## src/rtl/p2p_chan_pkg.sv

```systemverilog
`timescale 1ns/1ps
package p2p_chan_pkg;
  typedef enum logic [1:0] {
    MODE_IDLE   = 2'd0,
    MODE_COUNT  = 2'd1,
    MODE_STREAM = 2'd2
  } cnt_mode_e;

  function automatic int unsigned cnt_bits(input int unsigned n);
    return (n < 2) ? 1 : $clog2(n + 1);
  endfunction
endpackage

```

## src/rtl/p2p_xchg_reg.sv

```systemverilog
`timescale 1ns/1ps
module p2p_xchg_reg #(
  parameter int unsigned DW = 16
) (
  input  logic          clk_i,
  input  logic          rst_ni,
  input  logic          wr_valid_i,
  input  logic [DW-1:0] wr_data_i,
  output logic [DW-1:0] xchg_data_o
);
  logic [DW-1:0] xchg_q;

  always_ff @(posedge clk_i or negedge rst_ni) begin
    if (!rst_ni)         xchg_q <= '0;
    else if (wr_valid_i) xchg_q <= wr_data_i;
  end

  assign xchg_data_o = xchg_q;

  assert_xchg_follows_R5: assert property (@(posedge clk_i) disable iff (!rst_ni)
    wr_valid_i |=> (xchg_data_o == $past(wr_data_i)));
endmodule

```

## src/rtl/p2p_fifo.sv

```systemverilog
`timescale 1ns/1ps
module p2p_fifo #(
  parameter int unsigned DW    = 16,
  parameter int unsigned DEPTH = 4
) (
  input  logic          clk_i,
  input  logic          rst_ni,
  input  logic          wr_valid_i,
  input  logic [DW-1:0] wr_data_i,
  output logic          wr_ready_o,
  input  logic          rd_en_i,
  output logic          rd_ready_o,
  output logic          rd_valid_o,
  output logic [DW-1:0] rd_data_o,
  output logic          pop_o
);
  localparam int unsigned AW = (DEPTH < 2) ? 1 : $clog2(DEPTH);
  localparam int unsigned CW = p2p_chan_pkg::cnt_bits(DEPTH);

  logic [DW-1:0] mem [DEPTH];
  logic [AW-1:0] wptr_q, rptr_q;
  logic [CW-1:0] count_q;
  logic          stage_v_q;
  logic [DW-1:0] stage_d_q;
  logic          rd_valid_q;
  logic [DW-1:0] rd_data_q;
  logic [CW:0]   occ;
  logic          accept, push, pop;

  function automatic logic [AW-1:0] ptr_inc(input logic [AW-1:0] p);
    return (p == AW'(DEPTH - 1)) ? '0 : p + 1'b1;
  endfunction

  // occupancy counts the input stage so an accepted word always has a slot
  assign occ        = {1'b0, count_q} + (CW+1)'(stage_v_q);
  assign wr_ready_o = (occ < (CW+1)'(DEPTH));
  assign accept     = wr_valid_i && wr_ready_o;
  assign push       = stage_v_q;
  assign rd_ready_o = (count_q != '0);
  assign pop        = rd_en_i && rd_ready_o;
  assign pop_o      = pop;

  always_ff @(posedge clk_i or negedge rst_ni) begin
    if (!rst_ni) begin
      stage_v_q <= 1'b0;
      stage_d_q <= '0;
    end else begin
      stage_v_q <= accept;
      if (accept) stage_d_q <= wr_data_i;
    end
  end

  always_ff @(posedge clk_i) begin
    if (push) mem[wptr_q] <= stage_d_q;
  end

  always_ff @(posedge clk_i or negedge rst_ni) begin
    if (!rst_ni) begin
      wptr_q  <= '0;
      rptr_q  <= '0;
      count_q <= '0;
    end else begin
      if (push) wptr_q <= ptr_inc(wptr_q);
      if (pop)  rptr_q <= ptr_inc(rptr_q);
      case ({push, pop})
        2'b10:   count_q <= count_q + 1'b1;
        2'b01:   count_q <= count_q - 1'b1;
        default: count_q <= count_q;
      endcase
    end
  end

  always_ff @(posedge clk_i or negedge rst_ni) begin
    if (!rst_ni) begin
      rd_valid_q <= 1'b0;
      rd_data_q  <= '0;
    end else begin
      rd_valid_q <= pop;
      if (pop) rd_data_q <= mem[rptr_q];
    end
  end

  assign rd_valid_o = rd_valid_q;
  assign rd_data_o  = rd_data_q;

  assert_no_overflow_R7: assert property (@(posedge clk_i) disable iff (!rst_ni)
    push |-> (count_q < CW'(DEPTH)));
  assert_no_underflow_R6: assert property (@(posedge clk_i) disable iff (!rst_ni)
    rd_en_i && (count_q == '0) |=> !rd_valid_o);
  assert_valid_after_pop_R3: assert property (@(posedge clk_i) disable iff (!rst_ni)
    pop |=> rd_valid_o);
  assert_ready_from_stage_R2: assert property (@(posedge clk_i) disable iff (!rst_ni)
    $rose(rd_ready_o) |-> $past(stage_v_q));
  assert_full_refuses_R7: assert property (@(posedge clk_i) disable iff (!rst_ni)
    !wr_ready_o |=> !stage_v_q);
endmodule

```

## src/rtl/p2p_elem_counter.sv

```systemverilog
`timescale 1ns/1ps
module p2p_elem_counter
  import p2p_chan_pkg::*;
#(
  parameter int unsigned CNT_W = 16
) (
  input  logic                    clk_i,
  input  logic                    rst_ni,
  input  logic                    load_i,
  input  logic signed [CNT_W-1:0] total_i,
  input  logic                    pop_i,
  output logic                    done_o
);
  cnt_mode_e        mode_q;
  logic [CNT_W-1:0] rx_q, tot_q, rx_nxt;
  logic             done_q;

  assign rx_nxt = rx_q + 1'b1;

  always_ff @(posedge clk_i or negedge rst_ni) begin
    if (!rst_ni) begin
      mode_q <= MODE_IDLE;
      rx_q   <= '0;
      tot_q  <= '0;
      done_q <= 1'b0;
    end else begin
      done_q <= 1'b0;
      if (load_i) begin
        // load wins over a same-cycle read
        rx_q  <= '0;
        tot_q <= $unsigned(total_i);
        if (total_i < 0) begin
          mode_q <= MODE_STREAM;
        end else if (total_i == '0) begin
          mode_q <= MODE_IDLE;
          done_q <= 1'b1;
        end else begin
          mode_q <= MODE_COUNT;
        end
      end else if (pop_i && mode_q == MODE_COUNT) begin
        rx_q <= rx_nxt;
        if (rx_nxt == tot_q) begin
          done_q <= 1'b1;
          mode_q <= MODE_IDLE;
        end
      end
    end
  end

  assign done_o = done_q;

  assert_done_single_R8: assert property (@(posedge clk_i) disable iff (!rst_ni)
    done_o && !load_i |=> !done_o);
  assert_stream_quiet_R9: assert property (@(posedge clk_i) disable iff (!rst_ni)
    (mode_q != MODE_COUNT) && !load_i |=> !done_o);
  assert_done_cause_R8: assert property (@(posedge clk_i) disable iff (!rst_ni)
    $rose(done_o) |-> $past(load_i) || $past(pop_i));
endmodule

```

## src/rtl/p2p_chan.sv

```systemverilog
`timescale 1ns/1ps
module p2p_chan #(
  parameter int unsigned DW    = 16,
  parameter int unsigned DEPTH = 4,
  parameter int unsigned CNT_W = 16
) (
  input  logic                    clk_i,
  input  logic                    rst_ni,
  input  logic                    wr_valid_i,
  input  logic [DW-1:0]           wr_data_i,
  output logic                    wr_ready_o,
  input  logic                    rd_en_i,
  output logic                    rd_ready_o,
  output logic                    rd_valid_o,
  output logic [DW-1:0]           rd_data_o,
  output logic [DW-1:0]           xchg_data_o,
  input  logic                    cnt_load_i,
  input  logic signed [CNT_W-1:0] cnt_total_i,
  output logic                    done_o
);
  logic pop;

  p2p_xchg_reg #(.DW(DW)) i_xchg (
    .clk_i       (clk_i),
    .rst_ni      (rst_ni),
    .wr_valid_i  (wr_valid_i),
    .wr_data_i   (wr_data_i),
    .xchg_data_o (xchg_data_o)
  );

  if (DEPTH == 0) begin : g_nobuf
    assign wr_ready_o = 1'b1;
    assign rd_ready_o = 1'b0;
    assign rd_valid_o = 1'b0;
    assign rd_data_o  = '0;
    assign pop        = 1'b0;
  end else begin : g_buf
    if (DEPTH < 4) begin : g_bad_depth
      $error("p2p_chan: DEPTH must be 0 or at least 4");
    end
    p2p_fifo #(.DW(DW), .DEPTH(DEPTH)) i_fifo (
      .clk_i      (clk_i),
      .rst_ni     (rst_ni),
      .wr_valid_i (wr_valid_i),
      .wr_data_i  (wr_data_i),
      .wr_ready_o (wr_ready_o),
      .rd_en_i    (rd_en_i),
      .rd_ready_o (rd_ready_o),
      .rd_valid_o (rd_valid_o),
      .rd_data_o  (rd_data_o),
      .pop_o      (pop)
    );
  end

  p2p_elem_counter #(.CNT_W(CNT_W)) i_cnt (
    .clk_i   (clk_i),
    .rst_ni  (rst_ni),
    .load_i  (cnt_load_i),
    .total_i (cnt_total_i),
    .pop_i   (pop),
    .done_o  (done_o)
  );

  assert_done_with_data_R8: assert property (@(posedge clk_i) disable iff (!rst_ni)
    done_o && !$past(cnt_load_i) |-> rd_valid_o);
endmodule

```

## config.mk

```make
export PLATFORM = sky130hd
export DESIGN_NAME = p2p_chan
export DESIGN_NICKNAME = d
export VERILOG_FILES = /design/src/rtl/p2p_chan_pkg.sv /design/src/rtl/p2p_xchg_reg.sv /design/src/rtl/p2p_fifo.sv /design/src/rtl/p2p_elem_counter.sv /design/src/rtl/p2p_chan.sv
export SDC_FILE = /design/constraint.sdc
export NUM_CORES = 1
export LEC_CHECK = 0
export ABC_AREA = 0
export BUFFER_PORTS_ARGS = -buffer_cell sky130_fd_sc_hd__buf_2
export CAP_MARGIN = 10
export CORE_ASPECT_RATIO = 2
export CORE_UTILIZATION = 35
export DETAILED_ROUTE_END_ITERATION = 8
export PLACE_DENSITY = 0.55
export SLEW_MARGIN = 20
export SYNTH_ARGS = -nofsm -noshare
export SYNTH_HDL_FRONTEND = slang
export SYNTH_SLANG_ARGS = --single-unit
```

## constraint.sdc

```tcl
create_clock -name clk_i -period 4.1 [get_ports clk_i]
set_clock_uncertainty 0.2 [all_clocks]
set_input_delay 0.82 -clock clk_i [delete_from_list [all_inputs] [get_ports clk_i]]
set_output_delay 0.82 -clock clk_i [all_outputs]
set_load 0.03 [all_outputs]
```

==> impl_metrics.json <==
{
  "synth.avg_cell_area_um2": 15.2,
  "drt_iter0_markers": 96,
  "ys_warn_count": 0,
  "crit_type": "reg -> reg",
  "cts_root_buffer": "clkbuf_16",
  "rows": 70,
  "r2r_cells": 7,
  "outcome": "complete, no violations",
  "fin_crit_ps": 2730,
  "final_common_cell": "dfrtp_1",
  "met2_usage_pct": 28.4,
  "ys_seq_area_share_pct": 64.6,
  "post_cts_resized": 0,
  "layout.cells.non_filler": 733,
  "core_area_um2": 18300,
  "reg2reg_from": "i_cnt.rx_q[0]$_DFFE_PN0P_",
  "route.vias.total": 3715,
  "clockBufferDepth": 2,
  "crit_family": "simple AND/OR/NAND/NOR gates",
  "tritoncts": "done",
  "insertedDiodeCount": 0,
  "netlist_area_um2": 6540,
  "initial_core_util_pct": 35.7,
  "ys.flop_type": "dfrtp_1",
  "dpl_cell_area_um2": 7120,
  "pre_cts_ws_ps": 1310,
  "syn_nets": 476,
  "grt_overflow": 0,
  "ys_types": 42,
  "io_pins": 73,
  "finalHoldViolCount": 0,
  "fin_crit_sh_pct": 66.7,
  "end_kind": "flop",
  "met1_usage_pct": 14.9,
  "grt_pass1_wl_mm": 21.1,
  "timing.fmax_ghz": 0.366,
  "final_nets": 549,
  "place.gp.congestion": 0.825,
  "worst_pin_slew_ps": 930,
  "synth.area.top_cells": "dfrtp_1, edfxtp_1, mux2_2",
  "post-cts-setup-buffers": 0,
  "finalSetupViolations": 0,
  "synth_top_cell_area_share_pct": 35.2,
  "max_stage_delay_ps": 550,
  "tns_ps": 0,
  "numCtsBuffers": 17,
  "synth_top_area_cell": "dfrtp_1",
  "ys_ff_latch": 156,
  "path_max_fanout": 9,
  "wire_per_inst_um": 17.9,
  "power.leakage_nw": 3.08,
  "async_reset_ff_share_pct": 59.0,
  "grt_start_max_net_pins": 54,
  "hold_class": "in -> async",
  "worstPathRequired_ps": 4200,
  "dp_cells": 701,
  "p_per_area_nw_per_um2": 663,
  "synth_edf_count": 64,
  "clkLatencyLatePin_ps": 420,
  "grt_util_met3_pct": 2.54,
  "cp_num_cells": 7,
  "area_growth_pct": 18.3,
  "grt_pass1_vias": 3972,
  "finalPower_mw": 5.13,
  "ctsHoldBuffers": 0,
  "cp_data_arrival_time_ps": 2830,
  "antenna_found_initial": 0,
  "rsz0062_at_grt": "false",
  "path_buf_inv": 0,
  "dp_hpwl_mm": 9.40,
  "cts.htree.levels": 4,
  "r2r_end": "i_cnt.mode_q[0]$_DFFE_PN0P_",
  "hold_slack_ps": 239,
  "drc": 0,
  "worstPathCellList": "ha_1, nand3_2, or3_1, a31oi_1, o221ai_1, or4_1, a32o_1",
  "final_cell_mix": "dfrtp_1, buf_2, edfxtp_1",
  "start_kind": "flop",
  "cap_violations": 0,
  "fin_util_pct": 42.2,
  "drtPass1Iterations": 4,
  "io_buffers": 72,
  "peakVddDrop_uv": 346,
  "wirelength_mm": 13.1,
  "synthCells": 431,
  "drive_above_1_share_pct": 37.3,
  "relSlewSlack_pct": 38.0,
  "regToRegSetupSlack_ps": 1370,
  "cts.sinks": 156,
  "clk_pin_slew_ps": 70,
  "die_area_um2": 19300,
  "final_area_um2": 7730,
  "grtUsageTotal_pct": 14.7,
  "fin_ws_ps": 1370,
  "drv_slew": 0,
  "via_per_inst": 5.07,
  "ant_nets": 0,
  "top_usage_layer": "met2",
  "die_w_um": 98.6,
  "die_y_um": 195,
  "crit_path_top_delay_cell": "or4_1"
}
## worst max-delay path by stage
stage | endpoint | slack (ps) | from
after global placement | g_buf.i_fifo.count_q[2]$_DFFE_PN0P_ | 1400 | rd_en_i
after global routing | i_cnt.mode_q[0]$_DFFE_PN0P_ | 1260 | i_cnt.rx_q[0]$_DFFE_PN0P_
after detailed placement | g_buf.i_fifo.count_q[2]$_DFFE_PN0P_ | 1310 | rd_en_i
final | i_cnt.mode_q[0]$_DFFE_PN0P_ | 1370 | i_cnt.rx_q[0]$_DFFE_PN0P_
after floorplan | g_buf.i_fifo.count_q[2]$_DFFE_PN0P_ | 1540 | rd_en_i
after CTS | i_cnt.mode_q[0]$_DFFE_PN0P_ | 1380 | i_cnt.rx_q[0]$_DFFE_PN0P_
## metal layers
metal	share of wire, %	wire length [um]
met1	36	4770
met5	0	0
met2	58	7630
met4	3.0	388
met3	2.6	347
## report_power, final
group	internal, mW	switching (mW)
Sequential	2.08	0.319
Combinational	0.539	0.596
Clock	0.892	0.708
Total	3.51	1.62
## state kept, by name (all words and copies together), names as in the netlist, 2 cells and up
name and flops:
g_buf.i_fifo.rd_data_o 16, g_buf.i_fifo.rptr_q 2, g_buf.i_fifo.stage_d_q 16, g_buf.i_fifo.mem 64, i_cnt.tot_q 16, i_xchg.xchg_data_o 16
i_cnt.mode_q 2, i_cnt.rx_q 16, g_buf.i_fifo.wptr_q 2, g_buf.i_fifo.count_q 3
## cell usage after synthesis (all sizes together), types with 2 or more instances
cell     n
a21o     3
a21oi    3
a31oi    2
and2     4
and4     2
buf      6
clkbuf  16
dfrtp   92
edfxtp  64
ha       7
inv     11
mux2    63
mux2i    2
mux4    16
nand2   14
nand2b   2
nand3   14
nand4    7
nand4b   2
nor2    22
nor2b    3
nor3     8
nor4     8
o21ai    7
or3      3
xnor2   18
xor2    21
## worst reg2reg max path, cell delays in order (launching register included)
cell and delay (ps):
dfrtp_1 450, ha_1 280, nand3_2 220, or3_1 390, a31oi_1 160, o221ai_1 150
or4_1 550, a32o_1 210
## area by class of cell
cell class	count	area, um^2
clock buffer	18	439
multi-input combinational	242	2190
inverter	11	41.3
sequential	156	4230
tap	216	270
clock inverter	14	170
timing repair buffer	76	393
fill	1673	10600
## kinds of logic after synthesis
| logic type | count (synthesis) | synth area share [%] |
|---|---|---|
| compound gates | 22 | 2.24 |
| xor+xnor | 39 | 5.23 |
| fa+ha+maj | 8 | 1.65 |
| buf+inv | 33 | 2.01 |
| flops | 156 | 64.6 |
| mux | 81 | 16.7 |
| simple gates | 92 | 7.58 |
(Power assumes the default switching activity.)
